`src/rtl/nsw_pkg.sv`:
```
package nsw_pkg;

  // Source selected for the registered memory write port
  typedef enum logic [1:0] {
    WSRC_IDLE = 2'd0,
    WSRC_WIPE = 2'd1,
    WSRC_DATA = 2'd2
  } wsrc_e;

endpackage

```
`src/rtl/nsw_fill_ctrl.sv`:
```
module nsw_fill_ctrl #(
  parameter int AW = 4
) (
  input  logic        clk,
  input  logic        rst,
  input  logic        restart,
  input  logic        advance,
  output logic [AW:0] level,
  output logic        full
);

  localparam int          DEPTH    = 1 << AW;
  localparam logic [AW:0] FULL_LVL = (AW + 1)'(DEPTH);

  // Pointer to the next free location; moves only for useful words
  always_ff @(posedge clk) begin
    if (rst || restart) begin
      level <= '0;
    end else if (advance) begin
      level <= level + 1'b1;
    end
  end

  assign full = (level == FULL_LVL);

endmodule

```
`src/rtl/nsw_wipe_seq.sv`:
```
module nsw_wipe_seq #(
  parameter int AW = 4
) (
  input  logic          clk,
  input  logic          rst,
  input  logic          start,
  output logic          busy,
  output logic [AW-1:0] addr
);

  localparam logic [AW-1:0] LAST = '1;

  // Address 0 is written in the start cycle, so the walk resumes at 1
  always_ff @(posedge clk) begin
    if (rst) begin
      busy <= 1'b0;
      addr <= '0;
    end else if (start) begin
      busy <= 1'b1;
      addr <= AW'(1);
    end else if (busy) begin
      addr <= addr + 1'b1;
      if (addr == LAST) begin
        busy <= 1'b0;
      end
    end
  end

endmodule

```
`src/rtl/nsw_evt_ctr.sv`:
```
module nsw_evt_ctr #(
  parameter int CW       = 12,
  parameter bit SATURATE = 1'b1
) (
  input  logic          clk,
  input  logic          rst,
  input  logic          restart,
  input  logic          tick,
  output logic [CW-1:0] count
);

  localparam logic [CW-1:0] TOP = '1;

  logic bump;

  generate
    if (SATURATE) begin : g_sat
      assign bump = tick & (count != TOP);
    end else begin : g_wrap
      assign bump = tick;
    end
  endgenerate

  always_ff @(posedge clk) begin
    if (rst || restart) begin
      count <= '0;
    end else if (bump) begin
      count <= count + 1'b1;
    end
  end

endmodule

```
`src/rtl/nsw_event_writer.sv`:
```
module nsw_event_writer
  import nsw_pkg::*;
#(
  parameter int DW       = 16,
  parameter int AW       = 4,
  parameter int CW       = 12,
  parameter bit SATURATE = 1'b1
) (
  input  logic          clk,
  input  logic          rst,
  input  logic          word_valid,
  input  logic          word_null,
  input  logic [DW-1:0] word_data,
  input  logic          event_mark,
  input  logic          spill_begin,
  input  logic          spill_stop,
  input  logic          wipe_req,
  output logic          mem_we,
  output logic [AW-1:0] mem_addr,
  output logic [DW-1:0] mem_wdata,
  output logic [AW:0]   fill_level,
  output logic          full,
  output logic [CW-1:0] evt_count,
  output logic          wipe_busy
);

  logic          in_spill;
  logic          busy_q;
  logic [AW-1:0] wipe_addr;
  logic          wipe_start;
  logic          open_q;
  logic          take;
  logic [AW:0]   level_q;
  logic          full_q;
  wsrc_e         wsrc;
  logic [AW-1:0] wipe_wa;

  // Spill window; a start marker wins over an end marker
  always_ff @(posedge clk) begin
    if (rst) begin
      in_spill <= 1'b0;
    end else if (spill_begin) begin
      in_spill <= 1'b1;
    end else if (spill_stop) begin
      in_spill <= 1'b0;
    end
  end

  assign wipe_start = wipe_req & ~busy_q;
  assign open_q     = in_spill & ~spill_begin & ~busy_q & ~wipe_start;
  assign take       = open_q & word_valid & ~full_q;

  nsw_wipe_seq #(.AW(AW)) u_wipe (
    .clk   (clk),
    .rst   (rst),
    .start (wipe_start),
    .busy  (busy_q),
    .addr  (wipe_addr)
  );

  nsw_fill_ctrl #(.AW(AW)) u_fill (
    .clk     (clk),
    .rst     (rst),
    .restart (spill_begin | wipe_start),
    .advance (take & ~word_null),
    .level   (level_q),
    .full    (full_q)
  );

  nsw_evt_ctr #(.CW(CW), .SATURATE(SATURATE)) u_evt (
    .clk     (clk),
    .rst     (rst),
    .restart (spill_begin),
    .tick    (open_q & event_mark),
    .count   (evt_count)
  );

  always_comb begin
    if (wipe_start || busy_q) begin
      wsrc = WSRC_WIPE;
    end else if (take) begin
      wsrc = WSRC_DATA;
    end else begin
      wsrc = WSRC_IDLE;
    end
  end

  assign wipe_wa = wipe_start ? '0 : wipe_addr;

  // Registered write port; address and data hold between writes
  always_ff @(posedge clk) begin
    if (rst) begin
      mem_we    <= 1'b0;
      mem_addr  <= '0;
      mem_wdata <= '0;
    end else begin
      unique case (wsrc)
        WSRC_WIPE: begin
          mem_we    <= 1'b1;
          mem_addr  <= wipe_wa;
          mem_wdata <= '0;
        end
        WSRC_DATA: begin
          mem_we    <= 1'b1;
          mem_addr  <= level_q[AW-1:0];
          mem_wdata <= word_data;
        end
        default: begin
          mem_we <= 1'b0;
        end
      endcase
    end
  end

  assign fill_level = level_q;
  assign full       = full_q;
  assign wipe_busy  = busy_q;

endmodule

```
`config.mk`:
```
export PLATFORM = sky130hd
export DESIGN_NAME = nsw_event_writer
export DESIGN_NICKNAME = d
export VERILOG_FILES = /design/src/rtl/nsw_pkg.sv /design/src/rtl/nsw_fill_ctrl.sv /design/src/rtl/nsw_wipe_seq.sv /design/src/rtl/nsw_evt_ctr.sv /design/src/rtl/nsw_event_writer.sv
export SDC_FILE = /design/constraint.sdc
export NUM_CORES = 1
export LEC_CHECK = 0
export BUFFER_PORTS_ARGS = -buffer_cell sky130_fd_sc_hd__buf_4
export CAP_MARGIN = 10
export CELL_PAD_IN_SITES_DETAIL_PLACEMENT = 0
export CELL_PAD_IN_SITES_GLOBAL_PLACEMENT = 2
export CORE_UTILIZATION = 28
export DETAILED_ROUTE_END_ITERATION = 6
export PLACE_DENSITY = 0.73
export SLEW_MARGIN = 20
export SYNTH_ARGS = -nofsm -noshare
export SYNTH_HDL_FRONTEND = slang
export SYNTH_SLANG_ARGS = --single-unit
export TNS_END_PERCENT = 1
```
`constraint.sdc`:
```
create_clock -name clk -period 1.9 [get_ports clk]
set_input_delay 0.095 -clock clk [delete_from_list [all_inputs] [get_ports clk]]
set_output_delay 0.095 -clock clk [all_outputs]
set_load 0.005 [all_outputs]
```
### Word-level counts from Yosys, hierarchy flattened

Cells that the tools add are included.

| operators by class | value |
|---|---|
| add/subtract/negate cells | 3 |
| eq/ne operators | 5 |
| mux-type cells | 13 |
| bitwise logic cells | 15 |
| reductions and logical operators | 8 |

Operators with widths:

| operator | number |
|---|---|
| $pmux W16 S2 | 1 |
| $add A12 B1 Y12 const B | 1 |
| $ne A12 B12 Y1 const B | 1 |
| $and A1 B1 Y1 | 9 |
| $mux W1 | 8 |
| $pmux W4 S2 | 1 |
| $reduce_bool A2 Y1 | 3 |
| $add A5 B1 Y5 const B | 1 |
| $eq A5 B5 Y1 const B | 1 |
| $not A1 Y1 | 5 |
| $add A4 B1 Y4 const B | 1 |
| $eq A4 B4 Y1 const B | 1 |
| $mux W2 | 2 |
| $mux W4 | 1 |
| $reduce_or A2 Y1 | 2 |
| $logic_or A1 B1 Y1 | 3 |
| $eq A2 B1 Y1 const B | 1 |
| $eq A2 B2 Y1 const B | 1 |
| $or A1 B1 Y1 | 1 |

| storage, ports and cells | value |
|---|---|
| register bits | 44 |
| input bits | 24 |
| output and inout port bits | 40 |
| word-level logic and storage cells | 53 |

### Longest topological paths before layout

| logic depth | value |
|---|---|
| depth after elaboration | 11 |
| depth in mapped cells | 8 |
| depth with buffers taken out | 6 |

### Hierarchy

Synthesis repeated with hierarchy kept, for this count alone.

| unflattened totals | value |
|---|---|
| cell total of the unflattened synthesis | 229 |
| area total of the unflattened synthesis | 2,053.2 sq um |

Modules (own cells, without submodules):

| module | instances | cells an instance | area an instance (sq um) | sequential area each (sq um) |
|---|---|---|---|---|
| nsw_event_writer | 1 | 109 | 902.1 | 440.4 |
| nsw_evt_ctr | 1 | 72 | 630.6 | 240.2 |
| nsw_fill_ctrl | 1 | 27 | 269.0 | 100.1 |
| nsw_wipe_seq | 1 | 21 | 251.5 | 100.1 |

### Worst setup path before layout

OpenSTA, ideal clock, no wires.

| timing path | value |
|---|---|
| path kind | flip-flop to flip-flop |
| start point | reg u_fill.level[0] |
| end point | reg mem_addr[2] |
| library setup time | 0.128 ns |
| data arrival time | 1.613 ns |
| required time | 1.772 ns |
| setup slack | 0.159 ns |
| stages on the path, launching flop included | 9 |
| path buffers | 2 |
| period minus slack after synthesis | 1.741 ns |
| path through | dfxtp_1 inv_1 ha_1 nor4bb_1 clkbuf_1 o21a_1 buf_2 a222oi_1 nor2_1 |

| on the way | value |
|---|---|
| longest elaborated chain between the ends | 7 |
| elaborated cells on any way between the ends | 9 |
| those cells by class | eq/ne: 3; mux: 3; bitwise: 2; reduce/logical: 1 |

RTL lines:

| element | RTL line | RTL |
|---|---|---|
| from (decl) | nsw_fill_ctrl.sv:8 | `output logic [AW:0] level,` |
| from (signal assigned) | nsw_fill_ctrl.sv:20 | `level <= level + 1'b1;` |
| $eq A5 B5 Y1 (*) | nsw_fill_ctrl.sv:24 | `assign full = (level == FULL_LVL);` |
| net full | nsw_event_writer.sv:22 | `output logic full,` |
| $not A1 Y1 (*) | nsw_event_writer.sv:51 | `assign take = open_q & word_valid & ~full_q;` |
| $and A1 B1 Y1 (*) | nsw_event_writer.sv:51 |  |
| $mux W2 (*) | nsw_event_writer.sv:81 | `end else if (take) begin` |
| $mux W2 (*) | nsw_event_writer.sv:79 | `if (wipe_start \|\| busy_q) begin` |
| $eq A2 B2 Y1 or $eq A2 B1 Y1 (tied branches) | nsw_event_writer.sv:97 | `unique case (wsrc)` |
| $pmux W4 S2 or $reduce_bool A2 Y1 (tied branches) | -- |  |
| to (signal assigned) | nsw_event_writer.sv:100 | `mem_addr <= wipe_wa;` |
| to (signal assigned) | nsw_event_writer.sv:105 | `mem_addr <= level_q[AW-1:0];` |
| to (decl) | nsw_event_writer.sv:19 | `output logic [AW-1:0] mem_addr,` |

The timed path passes the listed nets; every way through them passes the cells marked *.
A chain may end at the register's enable or synchronous reset.

### Worst setup path after layout

| timing path | value |
|---|---|
| start point | reg u_wipe.busy |
| end point | reg u_evt.count[8] |

| on the way | value |
|---|---|
| longest elaborated chain between the ends | 6 |
| elaborated cells on any way between the ends | 7 |
| those cells by class | bitwise: 7 |

RTL lines:

| element | RTL line | RTL |
|---|---|---|
| from (decl) | nsw_wipe_seq.sv:7 | `output logic busy,` |
| from (signal assigned) | nsw_wipe_seq.sv:16 | `busy <= 1'b0;` |
| from (signal assigned) | nsw_wipe_seq.sv:19 | `busy <= 1'b1;` |
| from (signal assigned) | nsw_wipe_seq.sv:24 | `busy <= 1'b0;` |
| $not A1 Y1 (*) | nsw_event_writer.sv:49, nsw_event_writer.sv:50 |  |
| $and A1 B1 Y1 | nsw_event_writer.sv:49 | `assign wipe_start = wipe_req & ~busy_q;` |
| $not A1 Y1 | nsw_event_writer.sv:50 | `assign open_q = in_spill & ~spill_begin & ~busy_q & ~wipe_start;` |
| $and A1 B1 Y1 (*) | nsw_event_writer.sv:50 |  |
| $and A1 B1 Y1 (*) | nsw_event_writer.sv:74 | `.tick (open_q & event_mark),` |
| $and A1 B1 Y1 (*) | nsw_evt_ctr.sv:18 | `assign bump = tick & (count != TOP);` |
| to (signal assigned) | nsw_evt_ctr.sv:28 | `count <= count + 1'b1;` |
| to (decl) | nsw_evt_ctr.sv:9 | `output logic [CW-1:0] count` |

Every way passes the cells marked *; elsewhere a longest branch is shown, timed or not.

==> flow_metrics.env <==
export IMPL_cts_buffers=5
export IMPL_cts_hold_fix_buffers=0
export IMPL_track_usage_pct=14.62
export IMPL_ant_nets=0
export IMPL_drive_gt1_share_pct=32.12
export IMPL_gp_congestion=0.7496
export IMPL_pwr_share_seq_pct=55.9
export IMPL_synthFlopType="dfxtp_1"
export IMPL_fp_dieW_um=83.74
export IMPL_setup_violations=0
export IMPL_drt_wl_total_mm=4.755
export IMPL_hold_ws_ps=43.62
export IMPL_wl_met1_mm=2.262
export IMPL_antenna_found_initial=0
export IMPL_skew_ps=7.268
export IMPL_cpPeakStageDelay_ps=450
export IMPL_crit_chain="nor4b_4 > nand4_1 > or4_1 > a21oi_1"
export IMPL_first_global_vias=1678
export IMPL_drc_errors=0
export IMPL_min_period_ps=1717
export IMPL_period_share_pct=90.37
export IMPL_clock_sinks=44
export IMPL_synth_compound_area_share_pct=19.26
export IMPL_synthToLayoutAreaGrowth_pct=37.19
export IMPL_synth_top_cell_by_area="dfxtp_1"
export IMPL_ioPinCount=64
export IMPL_drv_slew=0
export IMPL_hp_class="in2reg"
export IMPL_clk_insertion_delay_late_ps=300
export IMPL_status="complete, no violations"
export IMPL_peakVddDrop_mv=0.2597
export IMPL_synth_edf_count=0
export IMPL_grt_pass1_wl_mm=8.238
export IMPL_yosysUniqueCellTypes=43
export IMPL_clockBufferDepth=2
export IMPL_initial_core_util_pct=29.29
export IMPL_fin_nets=301
export IMPL_hold_violations=0
export IMPL_netlist_area_mm2=0.001871
export IMPL_cts_htree_levels=2
export IMPL_worst_slew_pin_slew_ps=652.6
export IMPL_wl_met3_um=244
export IMPL_endpoint_kind="flip-flop"
export IMPL_synth_top_cell_area_share_pct=47.09
export IMPL_maxSlewHeadroom_pct=56.03
export IMPL_die_area_mm2=0.007012
export IMPL_post_cts_buffers=0
export IMPL_crit_slowest_cell="or4_1"
export IMPL_cp_max_fo=6
export IMPL_switching_share_pct=23.73
export IMPL_dp_hpwl_mm=3.422
export IMPL_tns_ps=0
export IMPL_arrival_ps=1940
export IMPL_critPathKind="reg2reg"
export IMPL_antenna_cells=0
export IMPL_port_buffers=63
export IMPL_yosys_area_share_simple_pct=24.28
export IMPL_pwr_share_comb_pct=7.7
export IMPL_clock_fmax_mhz=582.4
export IMPL_synth_nets=231
export IMPL_power_density_mw_per_mm2=657.3
export IMPL_cts_tree="done"
export IMPL_fp_dieH_um=83.74
export IMPL_startpoint_type="flip-flop"
export IMPL_synth_top_family_by_area="simple AND/OR/NAND/NOR gates"
export IMPL_synthXorXnorAreaFrac_pct=2.341
export IMPL_switchingPower_mw=0.4003
export IMPL_p_leak_nw=1.018
export IMPL_ctsResizeCount=0
export IMPL_p_int_mw=1.287
export IMPL_fillers=683
export IMPL_grt_start_max_net_pins=30
export IMPL_drv_cap=0
export IMPL_clkSlewWorstSetupHoldPaths_ps=80
export IMPL_first_iter_violations=73
export IMPL_wl_met2_mm=2.221
export IMPL_p_clk_share_pct=36.4
export IMPL_synth_seq_cells=44
export IMPL_synth_mux_area_share_pct=1.070
export IMPL_synthArstFlopShare_pct=0
export IMPL_avgSynthCellArea_um2=9.215
export IMPL_ys_warn_count=0
export IMPL_first_pass_iters=4
export IMPL_overflow=0
export IMPL_routed_top_layer="met4"
export IMPL_required_ps=2130
export IMPL_rows=29
export IMPL_core_mm2=0.006386
export IMPL_yosys_top_cells_area="dfxtp_1, nor2_1, a22oi_1, a21oi_1, ha_1"
export IMPL_wl_per_cell_um=13.55
export IMPL_vias=1733
export IMPL_synthAdderAreaFrac_pct=2.676
export IMPL_clockRootBuffer="clkbuf_8"
export IMPL_via_per_inst=4.937
export IMPL_syn_inst=203
export IMPL_rsz0062_at_grt="false"
export IMPL_ys_seq_area_share_pct=47.09
final timing paths:
path                              start                          end  slack (ps)  cells past startpoint
max              u_wipe.busy$_SDFF_PP0_  u_evt.count[8]$_SDFFE_PP0P_         180                      4
min                       word_data[15]   mem_wdata[15]$_SDFFE_PP0P_          40                      3
max reg2reg      u_wipe.busy$_SDFF_PP0_  u_evt.count[8]$_SDFFE_PP0P_         180                      4
min reg2reg  mem_wdata[15]$_SDFFE_PP0P_   mem_wdata[15]$_SDFFE_PP0P_         510                      2
power by group through the flow:
stage	clock network [mW]	registers (mW)	logic, mW
3_3_place_gp	0	0.965	0.133
3_5_place_dp	0	0.965	0.132
6_report	0.613	0.944	0.130
4_1_cts	0.654	0.944	0.133
2_1_floorplan	0	0.965	0.0584
5_1_grt	0.688	0.946	0.146
per-stage QoR:
| step | cells | utilization (%) | setup WS (ps) | cell area [um^2] | power (mW) |
|---|---|---|---|---|---|
| finish | 351 | 40.18 | 183.0 | 2566 | 1.687 |
| global route | 351 | 40.18 | 15.83 | 2566 | 1.780 |
| CTS | 351 | 40.16 | 177.8 | 2565 | 1.730 |
| detailed placement | 343 | 38.71 | 207.9 | 2472 | 1.098 |
| global placement | 343 | 38.71 | 233.3 | 2472 | 1.098 |
| floorplan | 203 | - | 159.4 | 1871 | 1.023 |
synth_stat cells, types with 2 or more instances:
cell	instances
a22oi_1	16
a21oi_1	11
mux2i_1	2
and3_1	3
clkbuf_1	6
or4_1	3
dfxtp_1	44
o21ai_0	7
nor4_1	3
xnor2_1	4
nand2_1	6
nand4_1	4
nand3_1	4
or3_1	5
a222oi_1	4
inv_1	5
nor2_1	35
nor3b_1	2
ha_1	4
o31ai_1	5
and2_1	2
nand3b_1	3
buf_2	4
a311oi_1	2
worst max-delay path: cells and delay by family (launching register included):
kind,cells,cell delay (ps)
AND/OR/NAND/NOR,3,1120
flip-flops,1,370
AO/OA/AOI/OAI,1,150
sequential cells by signal, summed over array words and instances (netlist names):
| signal | flops |
|---|---|
| mem_addr | 4 |
| u_fill.level | 5 |
| mem_wdata | 16 |
| in_spill | 1 |
| u_evt.count | 12 |
| mem_we | 1 |
| u_wipe.busy | 1 |
| u_wipe.addr | 4 |
cell families (layout without fill, tap and decap cells):
| kind of cell | after synthesis | in the layout |
|---|---|---|
| and+or+nand+nor | 81 | 81 |
| AOI/OAI and AO/OA | 52 | 52 |
| DFF | 44 | 44 |
| buffers and inverters | 15 | 86 |
| xor gates and xnor gates | 5 | 5 |
| adders and majority gates | 4 | 4 |
| muxes | 2 | 2 |
routing by layer:
layer | global-route usage (%) | up-vias
li1 | - | 894
met3 | 4.154 | 4
met2 | 23.58 | 46
met1 | 18.83 | 789
met5 | 0 | -
met4 | 4.622 | 0
final cells by class:
cell class                 count  area, um^2  area share [%]
clock buffer                   6       82.58           3.218
clock inverter                 2       10.01          0.3901
inverter                       5       18.77          0.7314
multi-input combinational    144       929.6           36.23
sequential                    44       880.8           34.32
tap                           77       96.34           3.754
timing repair buffer          73       548.0           21.36
cells in the final DEF, fill, tap and decap left out, types with 2 or more instances in the layout:
cell type  synthesis  final
and3_1             3      3
a22oi_1           16     16
nand3b_1           3      3
nor4_1             3      3
a222oi_1           4      4
buf_4              0     73
clkinv_2           0      2
ha_1               4      4
a311oi_1           2      2
mux2i_1            2      2
inv_1              5      5
nor2_1            35     35
o21ai_0            7      7
dfxtp_1           44     44
o31ai_1            5      5
or3_1              5      5
and2_1             2      2
nand4_1            4      4
or4_1              3      3
nor3b_1            2      2
clkbuf_8           0      6
xnor2_1            4      4
a21oi_1           11     11
nand2_1            6      6
nand3_1            4      4
(Power assumes the default switching activity.)
